<file path="config.mk">
export PLATFORM = sky130hd
export DESIGN_NAME = tpg_lane
export DESIGN_NICKNAME = d
export VERILOG_FILES = /design/src/rtl/tpg_pkg.sv /design/src/rtl/tpg_prbs.sv /design/src/rtl/tpg_seq.sv /design/src/rtl/tpg_errinj.sv /design/src/rtl/tpg_lane.sv
export SDC_FILE = /design/constraint.sdc
export NUM_CORES = 1
export LEC_CHECK = 0
export ABC_AREA = 1
export BUFFER_PORTS_ARGS = -buffer_cell sky130_fd_sc_hd__buf_4
export CAP_MARGIN = 20
export CORE_ASPECT_RATIO = 1.4
export CORE_MARGIN = 2
export CORE_UTILIZATION = 55
export CTS_CLUSTER_SIZE = 8
export DETAILED_ROUTE_END_ITERATION = 8
export PLACE_DENSITY_LB_ADDON = 0.2
export REMOVE_ABC_BUFFERS = 1
export SLEW_MARGIN = 25
export SYNTH_ARGS = -nofsm -noshare
export SYNTH_HDL_FRONTEND = slang
export SYNTH_SLANG_ARGS = --single-unit
</file>
<file path="constraint.sdc">
create_clock -name clk_i -period 4.5 [get_ports clk_i]
set_clock_uncertainty 0.2 [all_clocks]
set_input_delay 0.45 -clock clk_i [delete_from_list [all_inputs] [get_ports clk_i]]
set_output_delay 0.45 -clock clk_i [all_outputs]
set_load 0.005 [all_outputs]
</file>
<file path="src/rtl/tpg_pkg.sv">
package tpg_pkg;
    localparam int WORD_W  = 10;
    localparam int LFSR_W  = 15;
    localparam int SHORT_W = 7;
    localparam int PHASE_W = 2;

    typedef enum logic [2:0] {
        TPG_OFF    = 3'd0,
        TPG_PRBS15 = 3'd1,
        TPG_PRBS7  = 3'd2,
        TPG_FIXED  = 3'd3,
        TPG_BAL    = 3'd4,
        TPG_CYC4   = 3'd5
    } tpg_mode_e;

    typedef struct packed {
        logic [LFSR_W-1:0] state;
        logic [WORD_W-1:0] word;
    } prbs_res_t;

    function automatic logic mode_active(input logic [2:0] m);
        return (m >= 3'd1) && (m <= 3'd5);
    endfunction

    // Run the shift register WORD_W steps; bit i of word is step i's output.
    function automatic prbs_res_t prbs_run(input logic [LFSR_W-1:0] seed,
                                           input logic short_poly);
        prbs_res_t r;
        logic [LFSR_W-1:0] s;
        logic nb;
        s = seed;
        r.word = '0;
        for (int i = 0; i < WORD_W; i++) begin
            nb = short_poly ? (s[SHORT_W-1] ^ s[SHORT_W-2])
                            : (s[LFSR_W-1] ^ s[LFSR_W-2]);
            s = {s[LFSR_W-2:0], nb};
            r.word[i] = nb;
        end
        r.state = s;
        return r;
    endfunction
endpackage

</file>
<file path="src/rtl/tpg_prbs.sv">
module tpg_prbs
    import tpg_pkg::*;
(
    input  logic              clk_i,
    input  logic              rst_i,
    input  logic              restart_i,
    input  logic              short_i,
    output logic [WORD_W-1:0] word_o
);
    logic [LFSR_W-1:0] state_q;
    logic [LFSR_W-1:0] start;
    prbs_res_t         res;

    always_comb begin
        start  = restart_i ? {LFSR_W{1'b1}} : state_q;
        res    = prbs_run(start, short_i);
        word_o = res.word;
    end

    always_ff @(posedge clk_i) begin
        if (rst_i) state_q <= {LFSR_W{1'b1}};
        else       state_q <= res.state;
    end
endmodule

</file>
<file path="src/rtl/tpg_seq.sv">
module tpg_seq
    import tpg_pkg::*;
(
    input  logic              clk_i,
    input  logic              rst_i,
    input  logic              restart_i,
    input  logic [2:0]        mode_i,
    input  logic [WORD_W-1:0] pat_i,
    output logic [WORD_W-1:0] word_o
);
    logic [PHASE_W-1:0] phase_q;
    logic [PHASE_W-1:0] cur;

    always_comb begin
        cur = restart_i ? '0 : phase_q;
        unique case (mode_i)
            3'(TPG_FIXED): word_o = pat_i;
            3'(TPG_BAL):   word_o = cur[0] ? ~pat_i : pat_i;
            3'(TPG_CYC4): begin
                unique case (cur)
                    2'd0:    word_o = '0;
                    2'd1:    word_o = pat_i;
                    2'd2:    word_o = '1;
                    default: word_o = ~pat_i;
                endcase
            end
            default:       word_o = '0;
        endcase
    end

    always_ff @(posedge clk_i) begin
        if (rst_i) phase_q <= '0;
        else       phase_q <= cur + 1'b1;
    end
endmodule

</file>
<file path="src/rtl/tpg_errinj.sv">
module tpg_errinj (
    input  logic clk_i,
    input  logic rst_i,
    input  logic trig_i,
    output logic hit_o
);
    logic trig_q;

    always_ff @(posedge clk_i) begin
        if (rst_i) trig_q <= 1'b0;
        else       trig_q <= trig_i;
    end

    assign hit_o = trig_i & ~trig_q;
endmodule

</file>
<file path="src/rtl/tpg_lane.sv">
module tpg_lane
    import tpg_pkg::*;
(
    input  logic              clk_i,
    input  logic              rst_i,
    input  logic [2:0]        mode_i,
    input  logic [WORD_W-1:0] pat_i,
    input  logic              trig_i,
    output logic [WORD_W-1:0] word_o,
    output logic              valid_o
);
    logic [2:0]        mode_q;
    logic              restart;
    logic              active;
    logic              is_prbs;
    logic              hit;
    logic [WORD_W-1:0] prbs_word;
    logic [WORD_W-1:0] seq_word;
    logic [WORD_W-1:0] src;

    assign restart = (mode_i != mode_q);
    assign active  = mode_active(mode_i);
    assign is_prbs = (mode_i == 3'(TPG_PRBS15)) || (mode_i == 3'(TPG_PRBS7));

    tpg_prbs u_prbs (
        .clk_i    (clk_i),
        .rst_i    (rst_i),
        .restart_i(restart),
        .short_i  (mode_i == 3'(TPG_PRBS7)),
        .word_o   (prbs_word)
    );

    tpg_seq u_seq (
        .clk_i    (clk_i),
        .rst_i    (rst_i),
        .restart_i(restart),
        .mode_i   (mode_i),
        .pat_i    (pat_i),
        .word_o   (seq_word)
    );

    tpg_errinj u_err (
        .clk_i (clk_i),
        .rst_i (rst_i),
        .trig_i(trig_i),
        .hit_o (hit)
    );

    assign src = is_prbs ? prbs_word : seq_word;

    always_ff @(posedge clk_i) begin
        if (rst_i) begin
            mode_q  <= 3'(TPG_OFF);
            word_o  <= '0;
            valid_o <= 1'b0;
        end else begin
            mode_q  <= mode_i;
            valid_o <= active;
            word_o  <= active ? (src ^ {{(WORD_W-1){1'b0}}, hit}) : '0;
        end
    end
endmodule

</file>
---- Word-level counts from Yosys, hierarchy flattened ----
Index checks and enable logic that the tools add are counted.
operators by class
  reductions and logical operators ........ 4
  order comparisons ....................... 2
  muxes and demuxes ....................... 16
  bitwise logic cells ..................... 23
  add/subtract/negate cells ............... 1
  eq/ne operators ......................... 8
operators by type and width
  operator                                                                             number
  10-bit one-hot mux with 3 select lines                                               2
  10-bit two-way mux                                                                   2
  1-bit bitwise XOR                                                                    18
  15-bit two-way mux                                                                   1
  1-bit two-way mux                                                                    10
  10-bit inverter                                                                      1
  10-bit by 1-bit bitwise XOR with 10-bit output                                       1
  3-bit by 2-bit == test with 1-bit output, second input constant                      2
  3-bit == test, second input constant                                                 2
  3-bit by 1-bit == test with 1-bit output, second input constant                      1
  3-bit by 1-bit greater-or-equal comparator with 1-bit output, second input constant  1
  3-bit <= comparator, second input constant                                           1
  3-bit inequality test                                                                1
  2-bit by 1-bit adder with 2-bit output, second input constant                        1
  2-bit by 1-bit == test with 1-bit output, second input constant                      1
  2-bit == test, second input constant                                                 1
  2-bit zero test                                                                      1
  2-bit two-way mux                                                                    1
  1-bit inverter                                                                       2
  2-bit OR reduction                                                                   1
  1-bit AND                                                                            1
  1-bit logical AND                                                                    1
  1-bit logical OR                                                                     1
storage, ports and cells
  logic and storage cells ................. 60
  flip-flop bits (word level) ............. 32

---- Depth between registers and ports, before layout ----
  depth in word-level cells ............... 8
  gate-level depth with buffers ........... 17
  depth with buffers taken out ............ 16

---- Hierarchy ----
Synthesis repeated with hierarchy kept, for this count alone.
unflattened totals
  cell total of the unflattened synthesis .. 325
  area total of the unflattened synthesis .. 2090.8 um^2
modules (own cells, without submodules)
  module      cells an instance  area an instance (um^2)  seq. area each (um^2)  instances
  tpg_prbs    124                830.8                    300.3                  1
  tpg_seq     126                668.1                    40.0                   1
  tpg_lane    71                 560.5                    280.3                  1
  tpg_errinj  4                  31.3                     20.0                   1

---- Least setup slack after synthesis ----
OpenSTA, ideal clock, no wires.
  kind .................................... in2reg
  start ................................... in mode_i[0]
  end ..................................... reg word_o[8]
  stages on the path ...................... 13
  path slack .............................. 1.896 ns
  setup time .............................. 0.142 ns
  arrival ................................. 2.262 ns
  data required time ...................... 4.158 ns
  cell sequence ........................... buf_4 inv_2 nand2_1 nand2_2 nor2_8 nand3_2 buf_4 ha_1 nor2_1 o21ai_0 a32o_1 a21oi_1 a21oi_2
on the way
  longest elaborated chain between the ends .. 8
ends and longest elaborated chain
  element                                                                                         line            RTL
  start, declared                                                                                 tpg_lane.sv:6   input logic [2:0] mode_i,
  parallel branches: the longest is 8 deep, another holds 10-bit one-hot mux with 3 select lines  --
  end signal, assigned                                                                            tpg_lane.sv:59  word_o <= active ? (src ^ {{(WORD_W-1){1'b0}}, hit}) : '0;
  end, declared                                                                                   tpg_lane.sv:9   output logic [WORD_W-1:0] word_o,
Parallel ways; which one is timed is not known.
A chain may end at the register's enable or synchronous reset.

---- Worst setup path in the final report ----
  start ................................... reg mode_q[2]
  end ..................................... reg word_o[8]
on the way
  longest elaborated chain between the ends .. 8
ends and longest elaborated chain
  element                                                                                         line            RTL
  start, declared                                                                                 tpg_lane.sv:12  logic [2:0] mode_q;
  start signal, assigned                                                                          tpg_lane.sv:53  mode_q <= 3'(TPG_OFF);
  start signal, assigned                                                                          tpg_lane.sv:57  mode_q <= mode_i;
  3-bit inequality test (*)                                                                       tpg_lane.sv:21  assign restart = (mode_i != mode_q);
  parallel branches: the longest is 5 deep, another holds 10-bit one-hot mux with 3 select lines  --
  10-bit two-way mux (*)                                                                          tpg_lane.sv:49  assign src = is_prbs ? prbs_word : seq_word;
  10-bit by 1-bit bitwise XOR with 10-bit output (*)                                              tpg_lane.sv:59
Every way passes the cells marked *.

==> results_dict.tcl <==
set metrics [dict create \
    dieWidth_um 54.7 \
    synth_cell_types 36 \
    h-tree-depth 2 \
    dp_cells 352 \
    clk_pin_slew_worst_paths_ps 80 \
    worst_pin_slew_ps 912 \
    cts_setup_buffers 0 \
    final_antenna_net_count 0 \
    critPathKind "flip-flop to flip-flop" \
    slew_headroom_pct 38.8 \
    port_buffers 26 \
    cts_root_buffer "clkbuf_8" \
    setup_viol 0 \
    p_leak_nw 1.08 \
    grt_setup_unrepaired "no" \
    ys_seq_area_share_pct 32.3 \
    start_util_pct 58.1 \
    fillCellCount 315 \
    hold_start "rst_i" \
    fmax_mhz 343 \
    vias_per_cell 5.46 \
    cts_hold_buf 0 \
    first_pass_iters 4 \
    end_kind "flip-flop" \
    min_delay_path_depth 2 \
    netSwitchingFraction_pct 28.6 \
    peakVddDrop_uv 307 \
    critPathLaunchType "flip-flop" \
    die_h_um 75.0 \
    nets 338 \
    grt_usage_pct 28.1 \
    numCtsBuffers 5 \
    cts_tree "yes" \
    setup-tns-final_ps 0 \
    antenna_found_initial 0 \
    outcome "complete, no violations" \
    grt_pass1_vias 1821 \
    synth_seq_cells 32 \
    min_period_over_period_pct 64.8 \
    clock_sinks 32 \
    yosysWarningCount 0 \
    gp_congestion 0.854 \
    core_um2 3410 \
    r2r_slack_ps 1580 \
    p_clk_share_pct 39.8 \
    post_cts_resized 0 \
    yosysTopAreaCellShare_pct 32.3 \
    power_frac_seq_pct 43.6 \
    insertion_delay_ps 300 \
    syn_to_final_growth_pct 15.5 \
    reg2reg_depth 12 \
    powerDensity_nw_per_um2 309 \
    ioPinCount 27 \
    drive_gt1_share_pct 17.5 \
    clk_path_buf_depth 2 \
    grt_max_degree 18 \
    hpwl_um 3610 \
    synth_area_per_cell_um2 6.76 \
    dieArea_um2 4110 \
    hold_class "primary input to flip-flop" \
    fin_cells 360 \
    required_ps 4460 \
    power_frac_comb_pct 16.6 \
    n_antenna_cell 0 \
    power.internal_mw 0.504 \
    finalCriticalPeriod_ps 2920 \
    crit_fanout 13 \
    wirelength_um 4790 \
    synthCells 293 \
    hold_violations 0 \
    maxSlewViolCount 0 \
    syn-cell-area_um2 1980 \
    arrival_ps 2870 \
    r2r_start "mode_q[2]" \
    route.detailed.drc 0 \
    drtIter0Drc 90 \
    grt_pass1_wl_um 8310 \
    timing.max_cap.violations 0 \
    wl_per_cell_um 13.3 \
    row_count 25 \
    timing.rr.end "word_o[8]" \
    ys_top_cells_by_area "dfxtp_1 (32%), nand2_1 (16%), nand3_1 (13%), inv_1 (6.3%), o21ai_0 (2.8%)" \
    overflow 0 \
    power.net_switching_mw 0.202 \
    holdPathEnd "u_seq.phase_q[1]" \
    vias 1966 \
    yosys.area.top_type "dfxtp_1" \
]
-- sequential cells by signal, summed over array words and instances, names as in the netlist --
| signal | flops |
|---|---|
| word_o | 10 |
| u_seq.phase_q | 2 |
| valid_o | 1 |
| mode_q | 3 |
| u_prbs.state_q | 15 |
| u_err.trig_q | 1 |
-- layout make-up --
class / count / area [um2] / area share (%)
multi-input combinational: 215 / 1140 / 49.9
inverter: 39 / 149 / 6.51
clock buffer: 5 / 68.8 / 3.01
tap: 40 / 50.0 / 2.19
timing repair buffer: 26 / 195 / 8.53
sequential: 32 / 641 / 28.0
clock inverter: 3 / 42.5 / 1.86
-- synth_stat cells, drive strengths merged --
master / count
nand2: 87
clkinv: 2
clkbuf: 2
buf: 5
a31oi: 2
nor2: 16
a21boi: 1
inv: 37
a21oi: 13
nand4: 7
o211ai: 1
o21ai: 13
a22oi: 2
xor2: 6
ha: 3
nor3: 3
nand3: 55
o21a: 2
xnor2: 3
dfxtp: 32
a32o: 1
-- cells by family (layout without fill, tap and decap cells) --
family                   count (synthesis)  after routing  synth area share, %
buffers and inverters                   46             73                 10.0
XOR/XNOR                                 9              9                 4.36
adder cells (fa/ha/maj)                  3              3                 1.89
AO/OA/AOI/OAI                           35             35                 10.7
flip-flops                              32             32                 32.3
AND/OR/NAND/NOR                        168            168                 40.7
-- critical path, cell delays in order (launching register included) --
cell and delay (ps):
dfxtp_1 340, inv_1 70, nand2_1 80, nand2_4 120, nor2_8 70, nand3_2 220, inv_2 160, ha_1 370
nor2_1 490, o21ai_0 170, a32o_1 280, a21oi_1 150, a21oi_2 70
-- layer usage --
| layer | track usage [%] | wire, um | vias to the layer above |
|---|---|---|---|
| met2 | 46.3 | 2420 | 46 |
| met3 | 5.36 | 189 | 8 |
| met4 | 13.1 | 97 | 0 |
| met1 | 34.6 | 2090 | 906 |
| met5 | 0 | 0 | - |
| li1 | - | - | 1006 |
-- power by group through the flow --
stage | combinational, mW | sequential [mW] | clock [mW]
4_1_cts | 0.117 | 0.308 | 0.281
3_5_place_dp | 0.116 | 0.315 | 0
5_1_grt | 0.133 | 0.310 | 0.295
6_report | 0.117 | 0.308 | 0.281
3_3_place_gp | 0.114 | 0.314 | 0
2_1_floorplan | 0.0758 | 0.313 | 0
-- layout by cell type, fill, tap and decap left out, types with 2 or more instances in the layout --
master	Yosys	routed
a21oi_2	3	3
clkinv_1	2	2
nor3_2	2	2
inv_2	3	3
nor2_4	2	2
xor2_1	6	6
a21oi_1	10	10
nand4_1	7	7
nand3_2	2	2
ha_1	3	3
a22oi_1	2	2
nor2_1	12	12
xnor2_1	2	2
nand2_4	2	2
o21ai_0	11	11
clkbuf_8	0	5
a31oi_1	2	2
nand3_1	53	53
nand2_1	83	83
dfxtp_1	32	32
nand2_2	2	2
inv_1	33	33
o21a_1	2	2
buf_4	2	26
-- worst max path at each step --
stage,cells past startpoint,from,end
after global placement,9,mode_i[1],word_o[8]
after global routing,14,mode_q[1],word_o[0]
final,12,mode_q[2],word_o[8]
after CTS,12,mode_q[1],word_o[0]
after floorplan,8,mode_i[1],word_o[8]
after detailed placement,9,mode_i[1],word_o[8]
-- per-stage QoR --
stage	instance area (um2)	power, mW	util [%]	hold WS, ps	worst slack, ps
after CTS	2290	0.707	67.1	158	1630
final	2290	0.707	67.1	160	1580
after detailed placement	2180	0.431	63.9	316	1330
after global routing	2290	0.738	67.1	172	1220
after global placement	2180	0.429	63.9	312	1400
after floorplan	1930	0.388	-	263	1910
Note: power is estimated with default switching activity, not from simulation.
